**src/rtl/spi_irq_pkg.sv**
```systemverilog
package spi_irq_pkg;
   localparam int unsigned NSRC  = 4;
   localparam int unsigned SEL_W = 2;

   typedef enum logic [SEL_W-1:0] {
      SEL_RAW  = 2'd0,
      SEL_MASK = 2'd1,
      SEL_CLR  = 2'd2,
      SEL_NONE = 2'd3
   } reg_sel_e;

   // enable field index that gates each status bit position
   function automatic int unsigned en_index(input int unsigned status_bit);
      case (status_bit)
         0:       return 1;
         1:       return 0;
         default: return status_bit;
      endcase
   endfunction
endpackage

```
**src/rtl/spi_irq_latch.sv**
```systemverilog
module spi_irq_latch #(
   parameter int unsigned NBITS = 4
) (
   input  logic             clk,
   input  logic             rst_n,
   input  logic [NBITS-1:0] set_i,
   input  logic [NBITS-1:0] clr_i,
   output logic [NBITS-1:0] q_o
);
   for (genvar b = 0; b < NBITS; b++) begin : g_bit
      logic flag_q;
      always_ff @(posedge clk or negedge rst_n) begin
         if (!rst_n)        flag_q <= 1'b0;
         else if (set_i[b]) flag_q <= 1'b1;
         else if (clr_i[b]) flag_q <= 1'b0;
      end
      assign q_o[b] = flag_q;


      set_sticks_chk: assert property (@(posedge clk) disable iff (!rst_n)
         set_i[b] |=> q_o[b]);

      set_beats_clear_chk: assert property (@(posedge clk) disable iff (!rst_n)
         (set_i[b] && clr_i[b]) |=> q_o[b]);

      clear_drops_chk: assert property (@(posedge clk) disable iff (!rst_n)
         (clr_i[b] && !set_i[b]) |=> !q_o[b]);

      hold_state_chk: assert property (@(posedge clk) disable iff (!rst_n)
         (!clr_i[b] && !set_i[b]) |=> $stable(q_o[b]));
   end
endmodule

```
**src/rtl/spi_irq_enmap.sv**
```systemverilog
module spi_irq_enmap
   import spi_irq_pkg::*;
#(
   parameter int unsigned NBITS = NSRC
) (
   input  logic [NBITS-1:0] en_field_i,
   input  logic [NBITS-1:0] raw_i,
   output logic [NBITS-1:0] masked_o
);
   for (genvar s = 0; s < NBITS; s++) begin : g_map
      localparam int unsigned EIDX = en_index(s);
      assign masked_o[s] = raw_i[s] & en_field_i[EIDX];
   end
endmodule

```
**src/rtl/spi_irq_rdmux.sv**
```systemverilog
module spi_irq_rdmux
   import spi_irq_pkg::*;
#(
   parameter int unsigned DATA_W = 32,
   parameter int unsigned NBITS  = NSRC
) (
   input  logic [SEL_W-1:0]  sel_i,
   input  logic [NBITS-1:0]  raw_i,
   input  logic [NBITS-1:0]  masked_i,
   output logic [DATA_W-1:0] rdata_o
);
   localparam int unsigned PAD_W = DATA_W - NBITS;

   logic [NBITS-1:0] pick;
   always_comb begin
      case (reg_sel_e'(sel_i))
         SEL_RAW:  pick = raw_i;
         SEL_MASK: pick = masked_i;
         default:  pick = '0;
      endcase
   end

   if (PAD_W > 0) begin : g_pad
      assign rdata_o = {{PAD_W{1'b0}}, pick};
   end else begin : g_nopad
      assign rdata_o = pick;
   end
endmodule

```
**src/rtl/spi_irq_ctrl.sv**
```systemverilog
module spi_irq_ctrl
   import spi_irq_pkg::*;
#(
   parameter int unsigned DATA_W      = 32,
   parameter bit          IRQ_REG_OUT = 1'b0
) (
   input  logic              clk,
   input  logic              rst_n,
   input  logic              evt_tx_done,
   input  logic              evt_rx_ready,
   input  logic              evt_rx_ovf,
   input  logic              evt_tx_undr,
   input  logic [NSRC-1:0]   irq_en,
   input  logic [SEL_W-1:0]  reg_sel,
   input  logic              reg_wr,
   input  logic [DATA_W-1:0] reg_wdata,
   output logic [DATA_W-1:0] reg_rdata,
   output logic              irq_o
);
   if (DATA_W < NSRC) begin : g_bad_width
      $error("spi_irq_ctrl: DATA_W must be at least NSRC");
   end

   logic [NSRC-1:0] ev_vec, clr_vec, raw_q, masked;

   assign ev_vec  = {evt_tx_undr, evt_rx_ovf, evt_rx_ready, evt_tx_done};
   assign clr_vec = (reg_wr && reg_sel == SEL_CLR) ? reg_wdata[NSRC-1:0] : '0;

   if (DATA_W > NSRC) begin : g_spare
      logic unused_wbits;
      assign unused_wbits = ^reg_wdata[DATA_W-1:NSRC];
   end

   spi_irq_latch #(.NBITS(NSRC)) i_latch (
      .clk   (clk),
      .rst_n (rst_n),
      .set_i (ev_vec),
      .clr_i (clr_vec),
      .q_o   (raw_q)
   );

   spi_irq_enmap #(.NBITS(NSRC)) i_enmap (
      .en_field_i (irq_en),
      .raw_i      (raw_q),
      .masked_o   (masked)
   );

   spi_irq_rdmux #(.DATA_W(DATA_W), .NBITS(NSRC)) i_rdmux (
      .sel_i    (reg_sel),
      .raw_i    (raw_q),
      .masked_i (masked),
      .rdata_o  (reg_rdata)
   );

   if (IRQ_REG_OUT) begin : g_irq_reg
      logic irq_q;
      always_ff @(posedge clk or negedge rst_n) begin
         if (!rst_n) irq_q <= 1'b0;
         else        irq_q <= |masked;
      end
      assign irq_o = irq_q;
   end else begin : g_irq_comb
      assign irq_o = |masked;


      irq_matches_mask_chk: assert property (@(posedge clk) disable iff (!rst_n)
         (reg_sel == SEL_MASK) |-> (irq_o == (reg_rdata != '0)));
   end


   upper_zero_chk: assert property (@(posedge clk) disable iff (!rst_n)
      reg_rdata[DATA_W-1:NSRC] == '0);


   foreign_write_ignored_chk: assert property (@(posedge clk) disable iff (!rst_n)
      (reg_wr && reg_sel != SEL_CLR && ev_vec == '0) |=> $stable(raw_q));


   always_comb begin
      if (!rst_n) begin
         reset_quiet_chk: assert (raw_q == '0);
      end
   end
endmodule

```
**config.mk**
```make
export PLATFORM = sky130hd
export DESIGN_NAME = spi_irq_ctrl
export DESIGN_NICKNAME = d
export VERILOG_FILES = /design/src/rtl/spi_irq_pkg.sv /design/src/rtl/spi_irq_latch.sv /design/src/rtl/spi_irq_enmap.sv /design/src/rtl/spi_irq_rdmux.sv /design/src/rtl/spi_irq_ctrl.sv
export SDC_FILE = /design/constraint.sdc
export NUM_CORES = 1
export LEC_CHECK = 0
export ABC_AREA = 1
export BUFFER_PORTS_ARGS = -buffer_cell sky130_fd_sc_hd__clkbuf_2
export CORE_MARGIN = 2
export CORE_UTILIZATION = 27
export CTS_BUF_LIST = sky130_fd_sc_hd__clkbuf_4
export DETAILED_ROUTE_END_ITERATION = 8
export HOLD_SLACK_MARGIN = 0.03
export PLACE_DENSITY = 0.9
export SKIP_CTS_REPAIR_TIMING = 1
export SLEW_MARGIN = 20
export SYNTH_ARGS = -nofsm -noshare
export SYNTH_HDL_FRONTEND = slang
export SYNTH_SLANG_ARGS = --single-unit
```
**constraint.sdc**
```tcl
create_clock -name clk -period 0.9 [get_ports clk]
set_clock_uncertainty 0.05 [all_clocks]
set_input_delay 0.045 -clock clk [delete_from_list [all_inputs] [get_ports clk]]
set_output_delay 0.045 -clock clk [all_outputs]
set_load 0.02 [all_outputs]
```
Word level (Yosys, flattened, before mapping)
Cells that the tools add are included.
{ "word_totals": {"register_bits": 4, "input_bits": 45, "output_inout_bits": 33, "elab_cells": 27} }
{ "classes": {"n_eq_ne": 2, "n_mux": 10, "bitwise": 4, "n_reduce_logical": 7} }
{ "ops": {"columns": ["operator", "n"], "rows": [
  ["1-bit 2-to-1 mux", 8],
  ["4-bit case mux with 2 select lines", 1],
  ["2-bit nonzero test", 4],
  ["1-bit AND", 4],
  ["4-bit 2-to-1 mux", 1],
  ["4-bit OR reduction", 1],
  ["2-bit by 1-bit == test with 1-bit output (second input constant)", 1],
  ["2-bit == test (second input constant)", 1],
  ["2-bit zero test", 1],
  ["1-bit logical AND", 1]
]} }

Logic depth before layout (Yosys ltp)
Gate-level depths: netlist (run 1).
{ "logic_depth": {"depth_word": 5, "ltp_mapped": 4, "ltp_nobuf": 4} }

Modules after synthesis
Synthesis (run 1) repeated with hierarchy kept, for this count alone.
{ "unflattened": {"hier_cells": 88, "area_unflattened_um2": 549.3} }
{ "modules_own_cells": {"columns": ["module", "instances", "cells_per_inst", "area_each_um2", "seq_area_each_um2"], "rows": [
  ["spi_irq_rdmux", 1, 43, 274.0, 0.0],
  ["spi_irq_latch", 1, 24, 190.2, 100.1],
  ["spi_irq_ctrl", 1, 13, 55.1, 0.0],
  ["spi_irq_enmap", 1, 8, 30.0, 0.0]
]} }

Worst setup path before layout (run 1)
Ideal clock, no wire load.
{ "synth_timing": {"kind": "register -> output", "startpoint": "reg i_latch.g_bit[0].flag_q", "endpoint": "out reg_rdata[0]", "arrival_ps": 773, "t_required_ps": 805, "slack_ps": 32, "stages_incl_launch_ff": 3, "path_buffers": 0, "path_cell_list": "dfrtp_1 nand2_1 a21oi_1"} }
{ "synth_via": {"elab_chain_cells": 2} }
{ "synth_lines": {"columns": ["item", "line_no", "text"], "rows": [
  ["from (decl)", "spi_irq_latch.sv:11", "logic flag_q;"],
  ["from (signal assigned)", "spi_irq_latch.sv:13", "if (!rst_n) flag_q <= 1'b0;"],
  ["from (signal assigned)", "spi_irq_latch.sv:14", "else if (set_i[b]) flag_q <= 1'b1;"],
  ["from (signal assigned)", "spi_irq_latch.sv:15", "else if (clr_i[b]) flag_q <= 1'b0;"],
  ["1-bit AND", "spi_irq_enmap.sv:12", "assign masked_o[s] = raw_i[s] & en_field_i[EIDX];"],
  ["4-bit case mux with 2 select lines *", "spi_irq_rdmux.sv:16", "case (reg_sel_e'(sel_i))"],
  ["to (decl)", "spi_irq_ctrl.sv:17", "output logic [DATA_W-1:0] reg_rdata,"]
]} }
Every way passes the cells marked *; elsewhere a longest branch is shown, timed or not.

Worst setup path after layout (run 1)
Same ends and word-level chain as after synthesis.

==> impl_results.md, run 1 <==
* Status: finished, violations left
* Violated checks: setup timing
* DR WL/cell at 7.81 um
* Max-cap viol count at 0
* Dpl cells at 99
* Post-synth cell types at 11
* Worst setup path class: register to output pin
* Worst-case vdd ir drop at 0.351 mV
* Total wire length at 836 um
* Vias in the first global route at 319
* PwrDens at 1190 nW/um2
* Diode count at 0
* Final net count at 138
* Critical Path Fanout Max at 3
* Via count at 404
* Yosys warns at 0
* Static leakage at 0.345 nW
* Largest net degree at the start of global routing at 9
* Cell count after synthesis at 64
* Xor/xnor share of the synthesized area at 0
* # H-tree levels at 1
* Core ar. at 1540 um2
* Mux cell area share after synthesis at 0
* Sequential fraction of the synthesis area at 0.220
* Largest Register: i_latch.g_bit.flag_q
* Global-route wire length before repair at 1.21 mm
* Drt first-iter violations at 5
* DR vias/cell at 3.78
* Worst endpoint required time at 0.81 ns
* Starting density of the core at 0.295
* Total GRT Usage at 0.0866
* Die Ht at 45.1 um
* Largest regs: i_latch.g_bit.flag_q x4
* Final period utilization at 1.17
* Die W at 45.1 um
* Compound-Gate Fraction of Synth Area at 0.0440
* Netlist Area Pre-Place at 455 um2
* Min Clock Period, post-route at 1.05 ns
* Hold Vio Cnt, Final at 0
* Largest register FFs at 4
* Main combinational cell family by area after synthesis: buffers and inverters
* Count of pins over their slew limit at 0
* Post-DP Area at 460 um2
* FMAX at 953 MHz
* Worst Hold Class: input port to register
* Share of post-route cells with drive strength above 1 at 0.297
* FF+latch count, synth at 4
* Pre-CTS WS at 0.0711 ns
* CTS tree: done
* Final GP Congestion at 0.769
* Die area at 2030 um2
* Reg clk slew, reported paths at 0.04 ns
* DR pass1 iterations at 4
* Clk_lat worst skew at 0.23 ns
* RSZ-0062 raised after global routing: true
* Setup total negative slack at -0.607 ns
* Fin cells at 107
* Buffers on Ports at 21
* Root buf cell: clkbuf_4
* Syn_area_per_cell at 7.12 um2
* CTS sink count at 4
* Worst setup SP type: register
* WP data arrival at 0.95 ns
* Simple-gate share of the synthesized area at 0.201
* Num rows at 14
* Final Instance Area at 556 um2
* Post-Synth Adder-Cell Area at 0
* Remaining DRCs at 0
* Buffer depth of the longest clock path at 2
* Routed Antenna Nets at 0
* IO Pins at 78
* Final setup viols at 5
* Area Overhead vs Synth at 22.0%
* Cts bufs inserted at 3
* Setup ws final at -0.150 ns
* CP endpoint kind: output pin
* GR Overflow Total at 0
* Initial antenna violation count at 0
## through the flow
step                power [W]  utilization  hold WS [ns]
floorplan            0.000448            -        -0.301
global placement     0.000408        0.299        -0.199
detailed placement   0.000412        0.299        -0.196
CTS                  0.000638        0.313        -0.447
global route         0.000726        0.360        0.0702
finish               0.000663        0.360        0.0431
## routing by layer
layer / track usage / vias up / share of wire
met5: 0 / - / 0
met4: 0.0941 / 0 / 0.014
met3: 0.0400 / 2 / 0.16
met2: 0.143 / 35 / 0.52
met1: 0.0713 / 166 / 0.30
li1: - / 201 / -
## placed cells by master, fill, tap and decap left out, drive strengths merged
cell type / synthesis / layout
buf: 29 / 5
nand4: 5 / 5
a21oi: 1 / 1
nor2: 3 / 3
o21ai: 3 / 3
dlygate4sd3: 0 / 5
conb: 1 / 28
dfrtp: 4 / 4
inv: 5 / 5
nand2: 13 / 13
clkbuf: 0 / 19
## final timing paths
path	from	endpoint	slack (ns)	cells after the start
worst max-delay path	i_latch.g_bit[0].flag_q	reg_rdata[0]	-0.15	3
worst min-delay path	reg_wdata[3]	i_latch.g_bit[3].flag_q	0.04	4
worst max register to register	i_latch.g_bit[0].flag_q	i_latch.g_bit[0].flag_q	0.23	2
worst min register to register	i_latch.g_bit[3].flag_q	i_latch.g_bit[3].flag_q	0.45	2
max in group asynchronous	rst_n	i_latch.g_bit[2].flag_q	0.58	2
min in group asynchronous	rst_n	i_latch.g_bit[0].flag_q	0.10	2
## critical path, stage by stage (launching register included)
cell and delay [ns]:
dfrtp_1 0.37, nand2_1 0.08, a21oi_2 0.15, buf_6 0.13
## cell usage after synthesis
cell type / number / area [um2]
nand2_1: 13 / 48.8
buf_4: 28 / 210
o21ai_0: 3 / 15.0
inv_1: 4 / 15.0
nor2_1: 3 / 11.3
buf_6: 1 / 11.3
dfrtp_1: 4 / 100
nand4_1: 5 / 31.3
inv_2: 1 / 3.75
conb_1: 1 / 3.75
a21oi_1: 1 / 5.00
## cell type report
| cell class | count | area [um2] |
|---|---|---|
| multi-input cells | 53 | 223 |
| inverters | 5 | 18.8 |
| well taps | 16 | 20.0 |
| repair buffers | 26 | 171 |
| fillers | 165 | 986 |
| clock buffers | 3 | 22.5 |
| flip-flops and latches | 4 | 100 |
## logic make-up (layout without fill, tap and decap cells)
family / Yosys count / after routing
AO/OA/AOI/OAI: 4 / 4
buffers and inverters: 34 / 34
flip-flops: 4 / 4
other: 1 / 28
AND/OR/NAND/NOR: 21 / 21
## where the power goes
part / switching, W / internal, W
registers: 0.00000476 / 0.000187
clock network: 0.0000678 / 0.000149
logic: 0.000178 / 0.0000762
(Power assumes the default switching activity.)
==> inputs of run 2 (changes only) <==
--- a/config.mk
+++ b/config.mk
@@ -13,7 +13,9 @@
 export DETAILED_ROUTE_END_ITERATION = 8
 export HOLD_SLACK_MARGIN = 0.03
 export PLACE_DENSITY = 0.9
+export RECOVER_POWER = 100
 export SKIP_CTS_REPAIR_TIMING = 1
+export SKIP_LAST_GASP = 1
 export SLEW_MARGIN = 20
 export SYNTH_ARGS = -nofsm -noshare
 export SYNTH_HDL_FRONTEND = slang
==> impl_results.md, run 2 (synthesis results as in run 1) <==
* Status: finished, violations left
* Violated checks: setup timing
* Largest regs: i_latch.g_bit.flag_q x4
* Num rows at 14 (unchanged)
* Setup ws final at -0.150 ns (-0.0000220 ns)
* Remaining DRCs at 0 (unchanged)
* CTS sink count at 4 (unchanged)
* Via count at 404 (unchanged)
* Min Clock Period, post-route at 1.05 ns (+0.0000220 ns)
* Initial antenna violation count at 0 (unchanged)
* Most frequent cells in the layout: conb_1, clkbuf_2, nand2_1
* Clk_lat worst skew at 0.23 ns (about the same)
* Root buf cell: clkbuf_4
* Global-route wire length before repair at 1.21 mm (unchanged)
* Static leakage at 0.341 nW (-1.2%)
* WP data arrival at 0.95 ns (about the same)
* Drt first-iter violations at 5 (unchanged)
* Final period utilization at 1.17 (about the same)
* Slowest stage delay, CP at 0.37 ns (about the same)
* Diode count at 0 (unchanged)
* Starting density of the core at 0.295 (unchanged)
* Hold Vio Cnt, Final at 0 (unchanged)
* Critical-path top delay cell: dfrtp_1
* Reg area at 100 um2 (unchanged)
* Share of post-route cells with drive strength above 1 at 0.286 (-0.0110)
* Worst Hold Class: input port to register
* Final GP Congestion at 0.769 (unchanged)
* Max-cap viol count at 0 (unchanged)
* DR pass1 iterations at 4 (unchanged)
* RSZ-0062 raised after global routing: true
* Worst-case vdd ir drop at 0.350 mV (-0.25%)
* Setup total negative slack at -0.607 ns (-0.000182 ns)
* Count of pins over their slew limit at 0 (unchanged)
* Commonest non-fill, non-tap cell in the layout: conb_1
* DR vias/cell at 3.78 (unchanged)
* FMAX at 953 MHz (about the same)
* Worst setup SP type: register
* IO Pins at 78 (unchanged)
* Reg clk slew, reported paths at 0.04 ns (about the same)
* DR WL/cell at 7.82 um (+0.12%)
* Fill cells at 166 (+0.61%)
* Largest net degree at the start of global routing at 9 (unchanged)
* Die area at 2030 um2 (unchanged)
* Vias in the first global route at 319 (unchanged)
* Buffers on Ports at 21 (unchanged)
* Largest Register: i_latch.g_bit.flag_q
* Total GRT Usage at 0.0866 (unchanged)
* CP endpoint kind: output pin
* Final net count at 138 (unchanged)
* Die Ht at 45.1 um (unchanged)
* Routed Antenna Nets at 0 (unchanged)
* Largest register FFs at 4 (unchanged)
* Total wire length at 837 um (+0.12%)
* CTS tree: done
* Cts bufs inserted at 3 (unchanged)
* GR Overflow Total at 0 (unchanged)
* Buffer depth of the longest clock path at 2 (unchanged)
* Worst setup path class: register to output pin
* Die W at 45.1 um (unchanged)
* # H-tree levels at 1 (unchanged)
* Final setup viols at 5 (unchanged)
* Core ar. at 1540 um2 (unchanged)
* Post-DP Area at 460 um2 (unchanged)
* Area Overhead vs Synth at 20.9%
* PwrDens at 1200 nW/um2 (+0.43%)
* Final Instance Area at 551 um2 (-0.90%)
* Worst endpoint required time at 0.81 ns (about the same)
* Area of the multi-input gates at 223 um2 (unchanged)
* Crit path cell chain: nand2_1 > a21oi_2 > buf_4
* Critical Path Fanout Max at 3 (unchanged)
[run 2: worst max-delay path: cells and delay by family (launching register included)]
family	cells	cell delay [ns]
buf+inv	1	0.15
flops	1	0.37
simple gates	1	0.08
compound gates	1	0.13
[run 2: area by class of cell]
cell class / instances / share of cell area
Tap cell: 16 / 0.0364
Multi-Input combinational cell: 53 / 0.405
Sequential cell: 4 / 0.182
Inverter: 5 / 0.0341
Timing Repair Buffer: 26 / 0.302
Clock buffer: 3 / 0.0409
[run 2: metal layers]
layer | GRT usage | vias up | routed length, um
met5 | 0 | - | 0
met3 | 0.0400 | 2 | 138
met1 | 0.0713 | 166 | 253
met4 | 0.0941 | 0 | 12
li1 | - | 201 | -
met2 | 0.143 | 35 | 433
[run 2: stage by stage]
step / setup WS, ns / hold slack (ns) / cells / power, W / utilization
6_report: -0.150 / 0.0431 / 107 / 0.000660 / 0.357
5_1_grt: -0.215 / 0.0702 / 107 / 0.000722 / 0.357
4_1_cts: -0.187 / -0.447 / 102 / 0.000638 / 0.313
3_5_place_dp: 0.0711 / -0.196 / 99 / 0.000412 / 0.299
3_3_place_gp: 0.0633 / -0.199 / 99 / 0.000408 / 0.299
2_1_floorplan: 0.0325 / -0.301 / 91 / 0.000448 / -
[run 2: power by group]
part           internal (W)  switching, W  total [W]
Combinational     0.0000736      0.000178   0.000251
Sequential         0.000187    0.00000477   0.000192
Clock              0.000149     0.0000678   0.000217
Total              0.000410      0.000250   0.000660
[run 2: worst paths after layout]
path                       cells past startpoint  slack, ns               startpoint                       to
max                                            3      -0.15  i_latch.g_bit[0].flag_q             reg_rdata[0]
min                                            4       0.04             reg_wdata[3]  i_latch.g_bit[3].flag_q
max reg2reg                                    2       0.23  i_latch.g_bit[0].flag_q  i_latch.g_bit[0].flag_q
min reg2reg                                    2       0.45  i_latch.g_bit[3].flag_q  i_latch.g_bit[3].flag_q
max in group asynchronous                      2       0.51                    rst_n  i_latch.g_bit[2].flag_q
min in group asynchronous                      2       0.12                    rst_n  i_latch.g_bit[0].flag_q
